[src/rtl/amu_pkg.sv]
package amu_pkg;
  typedef enum logic [2:0] {
    OP_LOAD  = 3'd0,
    OP_STORE = 3'd1,
    OP_TAS   = 3'd2,
    OP_SWAP  = 3'd3,
    OP_CAS   = 3'd4,
    OP_LL    = 3'd5,
    OP_SC    = 3'd6
  } amu_op_e;
endpackage

[src/rtl/amu_rr_arb.sv]
module amu_rr_arb #(
  parameter int N_PORTS = 3,
  localparam int IDX_W = $clog2(N_PORTS)
) (
  input  logic               clk_i,
  input  logic               rst_ni,
  input  logic [N_PORTS-1:0] req_i,
  output logic [N_PORTS-1:0] gnt_o,
  output logic [IDX_W-1:0]   idx_o,
  output logic               any_o
);
  logic [IDX_W-1:0] ptr_q;

  always_comb begin
    gnt_o = '0;
    idx_o = '0;
    any_o = 1'b0;
    for (int k = 0; k < N_PORTS; k++) begin
      automatic int c = (int'(ptr_q) + k) % N_PORTS;
      if (!any_o && req_i[c]) begin
        any_o    = 1'b1;
        gnt_o[c] = 1'b1;
        idx_o    = IDX_W'(c);
      end
    end
  end

  always_ff @(posedge clk_i or negedge rst_ni) begin
    if (!rst_ni) ptr_q <= '0;
    else if (any_o) ptr_q <= (int'(idx_o) == N_PORTS - 1) ? '0 : idx_o + 1'b1;
  end
endmodule

[src/rtl/amu_resv.sv]
module amu_resv #(
  parameter int N_PORTS = 3,
  parameter int ADDR_W  = 4,
  localparam int IDX_W = $clog2(N_PORTS)
) (
  input  logic              clk_i,
  input  logic              rst_ni,
  input  logic              fire_i,
  input  logic [IDX_W-1:0]  idx_i,
  input  amu_pkg::amu_op_e  op_i,
  input  logic [ADDR_W-1:0] addr_i,
  input  logic              wr_en_i,
  output logic              hit_o
);
  logic [N_PORTS-1:0]             vld_q;
  logic [N_PORTS-1:0][ADDR_W-1:0] addr_q;

  assign hit_o = vld_q[idx_i] && (addr_q[idx_i] == addr_i);

  for (genvar p = 0; p < N_PORTS; p++) begin : g_slot
    logic own;
    assign own = (int'(idx_i) == p);
    always_ff @(posedge clk_i or negedge rst_ni) begin
      if (!rst_ni) begin
        vld_q[p]  <= 1'b0;
        addr_q[p] <= '0;
      end else if (fire_i) begin
        if (own && op_i == amu_pkg::OP_LL) begin
          vld_q[p]  <= 1'b1;
          addr_q[p] <= addr_i;
        end else if (own && op_i == amu_pkg::OP_SC) begin
          vld_q[p] <= 1'b0;
        end else if (!own && wr_en_i && addr_q[p] == addr_i) begin
          vld_q[p] <= 1'b0;  // foreign write breaks the link
        end
      end
    end
  end
endmodule

[src/rtl/amu_core.sv]
module amu_core #(
  parameter int ADDR_W = 4,
  parameter int DATA_W = 16,
  localparam int DEPTH = 1 << ADDR_W
) (
  input  logic              clk_i,
  input  logic              rst_ni,
  input  logic              fire_i,
  input  amu_pkg::amu_op_e  op_i,
  input  logic [ADDR_W-1:0] addr_i,
  input  logic [DATA_W-1:0] wdata_i,
  input  logic [DATA_W-1:0] cmp_i,
  input  logic              resv_hit_i,
  output logic              wr_en_o,
  output logic [DATA_W-1:0] result_o
);
  logic [DEPTH-1:0][DATA_W-1:0] mem_q;
  logic [DATA_W-1:0] old, wval;
  logic              wr;

  assign old = mem_q[addr_i];

  always_comb begin
    wr       = 1'b0;
    wval     = wdata_i;
    result_o = old;
    unique case (op_i)
      amu_pkg::OP_STORE: begin wr = 1'b1; result_o = '0; end
      amu_pkg::OP_TAS:   begin wr = 1'b1; wval = DATA_W'(1); end
      amu_pkg::OP_SWAP:  wr = 1'b1;
      amu_pkg::OP_CAS: begin
        wr       = (old == cmp_i);
        result_o = DATA_W'(old == cmp_i);
      end
      amu_pkg::OP_SC: begin
        wr       = resv_hit_i;
        result_o = DATA_W'(resv_hit_i);
      end
      default: ;
    endcase
  end

  assign wr_en_o = fire_i && wr;

  always_ff @(posedge clk_i or negedge rst_ni) begin
    if (!rst_ni) mem_q <= '0;
    else if (wr_en_o) mem_q[addr_i] <= wval;
  end
endmodule

[src/rtl/atomic_mem_unit.sv]
module atomic_mem_unit #(
  parameter int N_PORTS = 3,
  parameter int ADDR_W  = 4,
  parameter int DATA_W  = 16,
  localparam int IDX_W = $clog2(N_PORTS)
) (
  input  logic                           clk_i,
  input  logic                           rst_ni,
  input  logic [N_PORTS-1:0]             req_valid_i,
  output logic [N_PORTS-1:0]             req_ready_o,
  input  logic [N_PORTS-1:0][2:0]        req_op_i,
  input  logic [N_PORTS-1:0][ADDR_W-1:0] req_addr_i,
  input  logic [N_PORTS-1:0][DATA_W-1:0] req_wdata_i,
  input  logic [N_PORTS-1:0][DATA_W-1:0] req_cmp_i,
  output logic                           resp_valid_o,
  output logic [IDX_W-1:0]               resp_port_o,
  output logic [DATA_W-1:0]              resp_data_o
);
  logic             fire, wr_en, hit;
  logic [IDX_W-1:0] idx;
  logic [DATA_W-1:0] result;
  amu_pkg::amu_op_e op;

  amu_rr_arb #(.N_PORTS(N_PORTS)) u_arb (
    .clk_i(clk_i), .rst_ni(rst_ni), .req_i(req_valid_i),
    .gnt_o(req_ready_o), .idx_o(idx), .any_o(fire)
  );

  assign op = amu_pkg::amu_op_e'(req_op_i[idx]);

  amu_resv #(.N_PORTS(N_PORTS), .ADDR_W(ADDR_W)) u_resv (
    .clk_i(clk_i), .rst_ni(rst_ni), .fire_i(fire), .idx_i(idx),
    .op_i(op), .addr_i(req_addr_i[idx]), .wr_en_i(wr_en), .hit_o(hit)
  );

  amu_core #(.ADDR_W(ADDR_W), .DATA_W(DATA_W)) u_core (
    .clk_i(clk_i), .rst_ni(rst_ni), .fire_i(fire), .op_i(op),
    .addr_i(req_addr_i[idx]), .wdata_i(req_wdata_i[idx]),
    .cmp_i(req_cmp_i[idx]), .resv_hit_i(hit),
    .wr_en_o(wr_en), .result_o(result)
  );

  always_ff @(posedge clk_i or negedge rst_ni) begin
    if (!rst_ni) begin
      resp_valid_o <= 1'b0;
      resp_port_o  <= '0;
      resp_data_o  <= '0;
    end else begin
      resp_valid_o <= fire;
      if (fire) begin
        resp_port_o <= idx;
        resp_data_o <= result;
      end
    end
  end
endmodule

[config.mk]
export PLATFORM = sky130hd
export DESIGN_NAME = atomic_mem_unit
export DESIGN_NICKNAME = d
export VERILOG_FILES = /design/src/rtl/amu_pkg.sv /design/src/rtl/amu_rr_arb.sv /design/src/rtl/amu_resv.sv /design/src/rtl/amu_core.sv /design/src/rtl/atomic_mem_unit.sv
export SDC_FILE = /design/constraint.sdc
export NUM_CORES = 1
export LEC_CHECK = 0
export BUFFER_PORTS_ARGS = -buffer_cell sky130_fd_sc_hd__buf_2
export CAP_MARGIN = 20
export CELL_PAD_IN_SITES_DETAIL_PLACEMENT = 0
export CELL_PAD_IN_SITES_GLOBAL_PLACEMENT = 2
export CORE_UTILIZATION = 38
export CTS_CLUSTER_SIZE = 14
export DETAILED_ROUTE_END_ITERATION = 7
export PLACE_DENSITY_LB_ADDON = 0.25
export SYNTH_ARGS = -nofsm -noshare
export SYNTH_HDL_FRONTEND = slang
export SYNTH_SLANG_ARGS = --single-unit
[constraint.sdc]
create_clock -name clk_i -period 6.7 [get_ports clk_i]
set_input_delay 2.01 -clock clk_i [delete_from_list [all_inputs] [get_ports clk_i]]
set_output_delay 2.01 -clock clk_i [all_outputs]
set_load 0.005 [all_outputs]
==> impl_metrics.yaml, run 1 <==
critical_path:
  cp-end-kind: "register"
  critPathKind: "primary input to register"
  path_cells: "buf_2 -> mux2i_1 -> nor2_1 -> buf_4 -> o21ai_4 -> buf_4 -> nor4b_2 -> a211o_1 -> buf_4 -> a2111oi_0 -> nor4_1 -> buf_4 -> xnor2_1 -> nor4_1 -> o32ai_1 -> nand4b_1 -> o21ai_4 -> buf_12 -> nand2_2 -> buf_12 -> mux2_2"
  cpPeakStageDelay_ns: 0.49
  worstPathArrival_ns: 6.84
  crit_top_cell: "buf_4"
  critPathMaxFanout: 17
  crit_slowest_cell: "nor4b_2"
  start_kind: "primary input"
  worstSetupEndpoint: "u_core.mem_q[84]"
  rrSetupSlack_ns: 0.87
  reg2reg_to: "u_core.mem_q[84]"
  crit_start: "req_valid_i[1]"
  crit_required_ns: 7.11
  worstRegToRegCells: 21
  r2r_start: "u_arb.ptr_q[0]"
die:
  die_y_um: 212
  core_um2: 43300
  fp.dieW_um: 212
  die-area_um2: 44900
  ioPinCount: 144
  rows: 76
  initial_utilization_pct: 38.7
final_layout:
  diodes: 0
  area_growth_pct: 19.6
  fillers: 4030
  layout-drive-gt1-share_pct: 38.8
  final_util_pct: 46.3
  instances_no_fill: 2299
  final_nets: 1819
timing:
  post-route-min-period_ns: 6.42
  maxSlewViolCount: 0
  finalSetupViolations: 0
  fin_skew_ns: 0.0156
  max_slew.worst_pin.slew_ns: 1.01
  min_period_over_period_pct: 95.9
  maxSlewHeadroom_pct: 32.6
  setup_ws_ns: 0.275
  rsz0062_at_grt: "no"
  hold_slack_ns: 0.476
  hold_viol_final: 0
  fmax_mhz: 156
placement:
  place_hpwl_mm: 41.6
  dp_cells: 2241
  port_buffers: 143
  routabilityCongestion: 0.879
  pre_cts_ws_ns: -0.250
grt:
  grtUsageTotal_pct: 26.8
  grt_pass1_vias: 13400
  grt-busiest-layer: "met2"
  grt_max_degree: 164
  grt_pass1_wl_mm: 87.9
  grt-ovfl-total: 0
  antenna_found_initial: 1
  use_met2_pct: 43.5
  grtUsageMet1_pct: 36.3
  use_met3_pct: 4.55
routing:
  ant_nets: 0
  drc: 0
  vias: 13200
  drt-initial-drc-count: 1099
  routed_via_density: 5.73
  wl_per_cell_um: 25.6
  wirelength_mm: 58.9
  first_pass_iters: 5
clock_tree:
  cts_buffers: 35
  htreeDepth: 2
  cts_buffer_depth: 3
  cts.hold.buffers_added: 0
  cts_tree: "done"
  postCtsSetupRepairBufs: 0
  cts-root-buf: "clkbuf_16"
  clkLatencyLatePin_ns: 0.54
  cts_sinks: 292
  path_clk_slew_ns: 0.06
  cts_resized: 0
yosys:
  synth-edff-count: 0
  synthFlopType: "dfrtp_1"
  ys_seq_elements: 292
  ys_warn_count: 0
  synth.yosys.seq_area_share_pct: 43.7
  async_flop_share_pct: 100
  synth.avg_cell_area_um2: 11.3
  synth_nets: 1612
  syn_area_um2: 16700
  syn_inst: 1486
  synth_cell_types: 84
run:
  drv_cap: 0
hold_path:
  hold_class: "register to register"
status:
  status: "finished, final reports clean"
==> cell families after synthesis <==
group / share of synthesized area (%)
adder cells (fa/ha/maj): 0.299
buffers and inverters: 4.43
AO/OA/AOI/OAI: 13.8
multiplexers: 24.8
flip-flops: 43.7
AND/OR/NAND/NOR: 11.3
XOR/XNOR: 1.78
==> metal layers <==
metal / vias to the layer above / share of wire [%]
li1: 5879 / -
met1: 6728 / 44
met2: 476 / 47
met3: 95 / 6.4
met4: 0 / 2.5
met5: - / 0
==> worst min-delay path by stage <==
stage,to,cells past startpoint,slack [ns],startpoint
floorplan,resp_data_o[4],2,0.47,resp_data_o[4]
global placement,resp_port_o[0],2,0.46,resp_port_o[0]
detailed placement,resp_data_o[0],2,0.47,resp_data_o[0]
CTS,resp_data_o[0],2,0.48,resp_data_o[0]
global route,u_core.mem_q[208],1,0.51,u_core.mem_q[208]
finish,resp_data_o[0],2,0.48,resp_data_o[0]
==> metrics by stage <==
| stage | setup TNS (ns) | area (um^2) |
|---|---|---|
| after global routing | 0 | 20000 |
| after global placement | -65.65 | 18900 |
| after detailed placement | -56.29 | 18900 |
| after floorplan | 0 | 16700 |
| after CTS | 0 | 20000 |
| final | 0 | 20000 |
==> worst max-delay path: cells and delay by family <==
kind | cells | cell delay (ns)
AO/OA/AOI/OAI | 5 | 0.97
XOR/XNOR | 1 | 0.06
multiplexers | 2 | 0.41
buffers and inverters | 7 | 1.45
AND/OR/NAND/NOR | 6 | 1.90
==> Yosys cell counts, types with 5 or more instances <==
master	count	area [um^2]
dfrtp_1	292	7310
mux2_2	196	2210
nand2_1	181	679
a21oi_1	79	395
nor2_1	72	270
mux2_4	70	1050
mux2i_1	68	681
buf_2	41	205
clkbuf_1	35	131
xnor2_1	30	263
o21ai_0	27	135
o211a_1	26	260
a2111oi_0	23	201
nand3_1	23	115
buf_6	21	236
a211oi_1	20	150
nor3_1	18	90.1
a32o_1	14	140
inv_1	12	45.0
a32oi_1	10	87.6
nand2_2	10	62.6
a31oi_1	9	56.3
and3_1	9	56.3
mux4_2	9	203
nand4_1	9	56.3
o211ai_1	9	67.6
buf_4	8	60.1
nor4_1	8	50.1
a211o_1	7	61.3
a22o_1	7	61.3
nand2_8	7	140
buf_1	6	22.5
nand2b_1	6	37.5
o21a_1	6	45.0
a22oi_1	5	37.5
a311oi_1	5	43.8
o21ai_1	5	25.0
o31ai_1	5	37.5
or4_1	5	37.5
==> placed cells by master, fill, tap and decap left out, types with 12 or more instances in the layout <==
cell type  count
inv_1         12
mux2_4        70
a2111oi_0     23
mux2i_1       68
o211a_1       26
buf_4        115
o21ai_0       27
nand2_1      181
xnor2_1       30
nor2_1        71
a32o_1        14
buf_2        142
mux2_2       196
a21oi_1       79
clkbuf_16     35
nor3_1        17
dfrtp_1      292
a211oi_1      20
buf_12        24
nand3_1       23
==> area by class of cell <==
cell class                      instances  area (um^2)  share of cell area [%]
Timing Repair Buffer                  283         2080                    10.4
Inverter                               12         45.0                   0.225
Sequential cell                       292         7310                    36.5
Tap cell                              585          732                    3.66
Multi-Input combinational cell       1069         8730                    43.6
Clock inverter                          8          119                   0.594
Clock buffer                           50         1000                    5.01
==> flip-flops by register name, summed over array words and instances (netlist names) <==
name	flops
u_core.mem_q	256
resp_data_o	16
u_resv.addr_q	12
u_resv.vld_q	3
resp_port_o	2
u_arb.ptr_q	2
resp_valid_o	1
Power of run 1 is not shown: default switching activity piles up to over one toggle a cycle in this logic, so the estimate is an artifact.
==> run 2, diff against run 1 <==
--- a/config.mk
+++ b/config.mk
@@ -13,6 +13,7 @@
 export CTS_CLUSTER_SIZE = 14
 export DETAILED_ROUTE_END_ITERATION = 7
 export PLACE_DENSITY_LB_ADDON = 0.25
+export SKIP_LAST_GASP = 1
 export SYNTH_ARGS = -nofsm -noshare
 export SYNTH_HDL_FRONTEND = slang
 export SYNTH_SLANG_ARGS = --single-unit
==> constraint.sdc (replaced) <==
create_clock -name clk_i -period 6.7 [get_ports clk_i]
set_input_delay 0.335 -clock clk_i [delete_from_list [all_inputs] [get_ports clk_i]]
set_output_delay 0.335 -clock clk_i [all_outputs]
set_load 0.005 [all_outputs]
==> impl_metrics.yaml, run 2 (synthesized netlist as in run 1, its figures left out) <==
critical_path:
  critPathKind: "register to register"
  cpPeakStageDelay_ns: 0.59
  crit_required_ns: 7.12
  cp-end-kind: "register"
  start_kind: "register"
  worstRegToRegCells: 18
  crit_slowest_cell: "a21oi_2"
  worstPathArrival_ns: 6.83
  critPathMaxFanout: 18
  path_cells: "inv_1 -> ha_1 -> nand3b_2 -> a21oi_2 -> a211oi_4 -> nor3b_2 -> a21o_2 -> nor2_1 -> a32o_1 -> a221oi_2 -> xnor2_1 -> o41ai_1 -> or4b_4 -> o21ai_4 -> buf_12 -> buf_4 -> nand2_8 -> mux2_4"
final_layout:
  final_common_cell: "dfrtp_1"
  final_cell_mix: "dfrtp_1, mux2_2, nand2_1, buf_2, a21oi_1"
  fillers: 4142
  final_nets: 1763
  largest_register_ffs: 256
  area_growth_pct: 17.1
  final-seq-area_um2: 7310
  layout-drive-gt1-share_pct: 37.7
  largest_register: "u_core.mem_q"
  final_area_um2: 19600
  multi_input_area_um2: 8750
  reg_top3: "u_core.mem_q x256, resp_data_o x16, u_resv.addr_q x12"
grt:
  grtUsageTotal_pct: 26.2
  grt_pass1_wl_mm: 86.2
  grt-ovfl-total: 0
  antenna_found_initial: 3
  grt_pass1_vias: 12900
  grt_max_degree: 118
placement:
  pre_cts_ws_ns: 0.438
  routabilityCongestion: 0.884
  placed_cell_area_um2: 18300
  port_buffers: 143
  place_hpwl_mm: 40.3
routing:
  vias: 12900
  m1WireLength_mm: 26.3
  wl_per_cell_um: 25.6
  wl_met2_mm: 26.1
  route.met3.wl_mm: 3.42
  drc: 0
  first_pass_iters: 5
  highest_layer: "met5"
  ant_nets: 0
  routed_via_density: 5.73
  wirelength_mm: 57.7
  drt-initial-drc-count: 949
clock_tree:
  cts_resized: 0
  cts.hold.buffers_added: 1
  cts_tree: "done"
  cts_buffer_depth: 3
  cts_sinks: 292
  clkLatencyLatePin_ns: 0.56
  cts-root-buf: "clkbuf_16"
  path_clk_slew_ns: 0.06
  cts_buffers: 36
  postCtsSetupRepairBufs: 0
  htreeDepth: 2
status:
  status: "finished, final reports clean"
timing:
  fmax_mhz: 156
  finalSetupViolations: 0
  finalSetupTns_ns: 0
  maxSlewViolCount: 0
  hold_viol_final: 0
  setup_ws_ns: 0.290
  min_period_over_period_pct: 95.7
  fin_skew_ns: 0.0290
  maxSlewHeadroom_pct: 22.4
  post-route-min-period_ns: 6.41
  rsz0062_at_grt: "no"
  max_slew.worst_pin.slew_ns: 1.16
die:
  ioPinCount: 144
  fp.dieW_um: 212
  initial_utilization_pct: 38.7
  die-area_um2: 44900
  die_y_um: 212
  core_um2: 43300
  rows: 76
hold_path:
  hold_class: "primary input to async pin"
run:
  drv_cap: 0
[run 2: cell count changes in the layout (fill, tap and decap cells not counted), sizes merged]
| cell | change |
|---|---|
| clkbuf | +2 |
| diode | +3 |
| dlygate4sd3 | +1 |
| buf | -58 |
| clkinv | +2 |
| inv | +2 |
[run 2: area by class of cell]
| cell class | instances | share of cell area, % |
|---|---|---|
| multi-input cells | 1069 | 44.7 |
| flip-flops and latches | 292 | 37.3 |
| repair buffers | 226 | 7.64 |
| clock buffers | 52 | 5.63 |
| well taps | 585 | 3.74 |
| clock inverters | 12 | 0.747 |
| inverters | 12 | 0.230 |
| diodes | 3 | 0.0383 |
[run 2: critical path, delay by kind of cell (launching register included)]
family	cells	cell delay, ns
multiplexers	1	0.33
AO/OA/AOI/OAI	7	2.58
flip-flops	1	0.41
adder cells (fa/ha/maj)	1	0.44
buffers and inverters	3	0.49
XOR/XNOR	1	0.12
AND/OR/NAND/NOR	5	1.86
[run 2: stage by stage]
| stage | util [%] | hold slack [ns] | instances |
|---|---|---|---|
| CTS | 45.2 | 0.441 | 2247 |
| floorplan | - | 0.0394 | 1486 |
| finish | 45.3 | 0.463 | 2251 |
| detailed placement | 42.3 | 0.462 | 2182 |
| global placement | 42.3 | 0.457 | 2181 |
| global route | 45.3 | 0.486 | 2248 |
[run 2: worst paths after layout]
kind / from / endpoint / slack (ns)
max in group asynchronous: rst_ni / u_core.mem_q[107] / 4.64
hold reg to reg: resp_port_o[0] / resp_port_o[0] / 0.47
min in group clk_i: resp_port_o[0] / resp_port_o[0] / 0.47
hold / removal: rst_ni / resp_port_o[0] / 0.46
setup / recovery: u_arb.ptr_q[0] / u_core.mem_q[253] / 0.29
setup reg to reg: u_arb.ptr_q[0] / u_core.mem_q[253] / 0.29
[run 2: metal layers]
layer / GRT usage [%] / vias up
met3: 3.96 / 102
met2: 41.2 / 454
met1: 36.4 / 6547
met4: 9.30 / 4
li1: - / 5792
met5: 0 / -
Power of run 2 is left out for the same reason.
==> run 3, diff against run 2 <==
--- a/config.mk
+++ b/config.mk
@@ -13,6 +13,7 @@
 export CTS_CLUSTER_SIZE = 14
 export DETAILED_ROUTE_END_ITERATION = 7
 export PLACE_DENSITY_LB_ADDON = 0.25
+export RECOVER_POWER = 50
 export SKIP_LAST_GASP = 1
 export SYNTH_ARGS = -nofsm -noshare
 export SYNTH_HDL_FRONTEND = slang
==> impl_metrics.yaml, run 3 (synthesized netlist as in run 1, its figures left out) <==
die:
  initial_utilization_pct: 38.7
  ioPinCount: 144
  rows: 76
  die-area_um2: 44900
  fp.dieW_um: 212
  core_um2: 43300
  die_y_um: 212
routing:
  drc: 0
  vias: 12900
  routed_via_density: 5.75
  ant_nets: 0
  drt-initial-drc-count: 983
  wirelength_mm: 57.6
  first_pass_iters: 6
  wl_per_cell_um: 25.6
final_layout:
  instances_no_fill: 2249
  multi_input_area_um2: 8750
  final_cell_mix: "dfrtp_1, mux2_2, nand2_1, buf_2, a21oi_1"
  layout-drive-gt1-share_pct: 36.9
  final_common_cell: "dfrtp_1"
  reg_top3: "u_core.mem_q x256, resp_data_o x16, u_resv.addr_q x12"
  largest_register: "u_core.mem_q"
  final-seq-area_um2: 7310
  largest_register_ffs: 256
  final_nets: 1763
  fillers: 4150
  area_growth_pct: 16.9
critical_path:
  crit_slowest_cell: "a21oi_2"
  cpPeakStageDelay_ns: 0.59
  worstPathArrival_ns: 6.76
  critPathKind: "register to register"
  path_cells: "inv_1 -> ha_1 -> nand3b_2 -> a21oi_2 -> a211oi_4 -> nor3b_2 -> a21o_2 -> nor2_1 -> a32o_1 -> a221oi_2 -> xnor2_1 -> o41ai_1 -> or4b_4 -> o21ai_4 -> buf_12 -> nand2_2 -> buf_4 -> mux2_2"
  crit_required_ns: 7.12
  start_kind: "register"
  crit_family: "compound AO/OA/AOI/OAI gates"
  cp-end-kind: "register"
  crit_buf_inv: 3
  critPathMaxFanout: 18
clock_tree:
  clkLatencyLatePin_ns: 0.56
  cts_tree: "done"
  postCtsSetupRepairBufs: 0
  cts-root-buf: "clkbuf_16"
  cts_sinks: 292
  cts_buffer_depth: 3
  path_clk_slew_ns: 0.06
  cts_buffers: 36
  htreeDepth: 2
timing:
  maxSlewHeadroom_pct: -114
  post-route-min-period_ns: 6.35
  maxSlewViolCount: 299
  fmax_mhz: 158
  fin_skew_ns: 0.0287
  max_slew.worst_pin.slew_ns: 3.21
  hold_viol_final: 0
  rsz0062_at_grt: "no"
  min_period_over_period_pct: 94.7
  setup_ws_ns: 0.353
  finalSetupTns_ns: 0
  finalSetupViolations: 0
run:
  drv_cap: 4
hold_path:
  hold_class: "primary input to register"
grt:
  grt_pass1_wl_mm: 86.2
  grt_max_degree: 118
  grt_pass1_vias: 12900
  antenna_found_initial: 3
  grt-ovfl-total: 0
  grtUsageTotal_pct: 26.2
placement:
  routabilityCongestion: 0.884
  place_hpwl_mm: 40.3
  dp_cells: 2182
  pre_cts_ws_ns: 0.438
  port_buffers: 143
status:
  status: "finished, violations left"
  violations: "capacitance limit, slew limit"
-- run 3: cell count changes in the layout (fill, tap and decap cells not counted) --
cell,previous run,this run
diode_2,3,1
buf_2,142,130
clkbuf_1,3,16
buf_4,70,67
buf_8,2,1
clkbuf_2,0,3
-- run 3: stage by stage --
stage                     area (um^2)  hold WS [ns]  utilization, %
after floorplan                 16700        0.0394               -
after global placement          18300         0.457            42.3
after detailed placement        18300         0.462            42.3
after CTS                       19600         0.441            45.2
after global routing            19500         0.486            45.2
final                           19500         0.474            45.2
-- run 3: area by class of cell --
class	count	share of cell area, %
well taps	585	3.74
diodes	1	0.0128
clock buffers	52	5.64
inverters	12	0.230
multi-input cells	1069	44.8
flip-flops and latches	292	37.4
repair buffers	226	7.48
clock inverters	12	0.749
-- run 3: what timing repair did --
action	4_1_cts	5_1_grt
endpoints found under the setup margin	0	0
hold buffers	1	0
resized for setup	0	0
endpoints found under the hold margin	114	0
-- run 3: tightest hold or removal path, stage by stage --
cell and delay (ns):
buf_2 0.14, a211oi_4 0.17, buf_4 0.22, a21oi_1 0.12
-- run 3: per-layer routing --
metal  share of wire (%)  up-vias  track usage (%)
met2                  45      446             41.2
li1                    -     5787                -
met3                 5.6       96             3.96
met1                  46     6599             36.4
met4                 3.2        4             9.30
met5               0.042        -                0
-- run 3: final timing paths --
| kind | end | from | depth (start not counted) | slack [ns] |
|---|---|---|---|---|
| max | u_core.mem_q[93] | u_arb.ptr_q[0] | 18 | 0.35 |
| min | u_resv.addr_q[10] | req_addr_i[10] | 4 | 0.47 |
| max reg2reg | u_core.mem_q[93] | u_arb.ptr_q[0] | 18 | 0.35 |
| min reg2reg | resp_port_o[0] | resp_port_o[0] | 2 | 0.48 |
| max in group asynchronous | u_core.mem_q[137] | rst_ni | 3 | 2.13 |
| min in group asynchronous | resp_port_o[0] | rst_ni | 2 | 1.33 |
Power of run 3 is left out for the same reason.
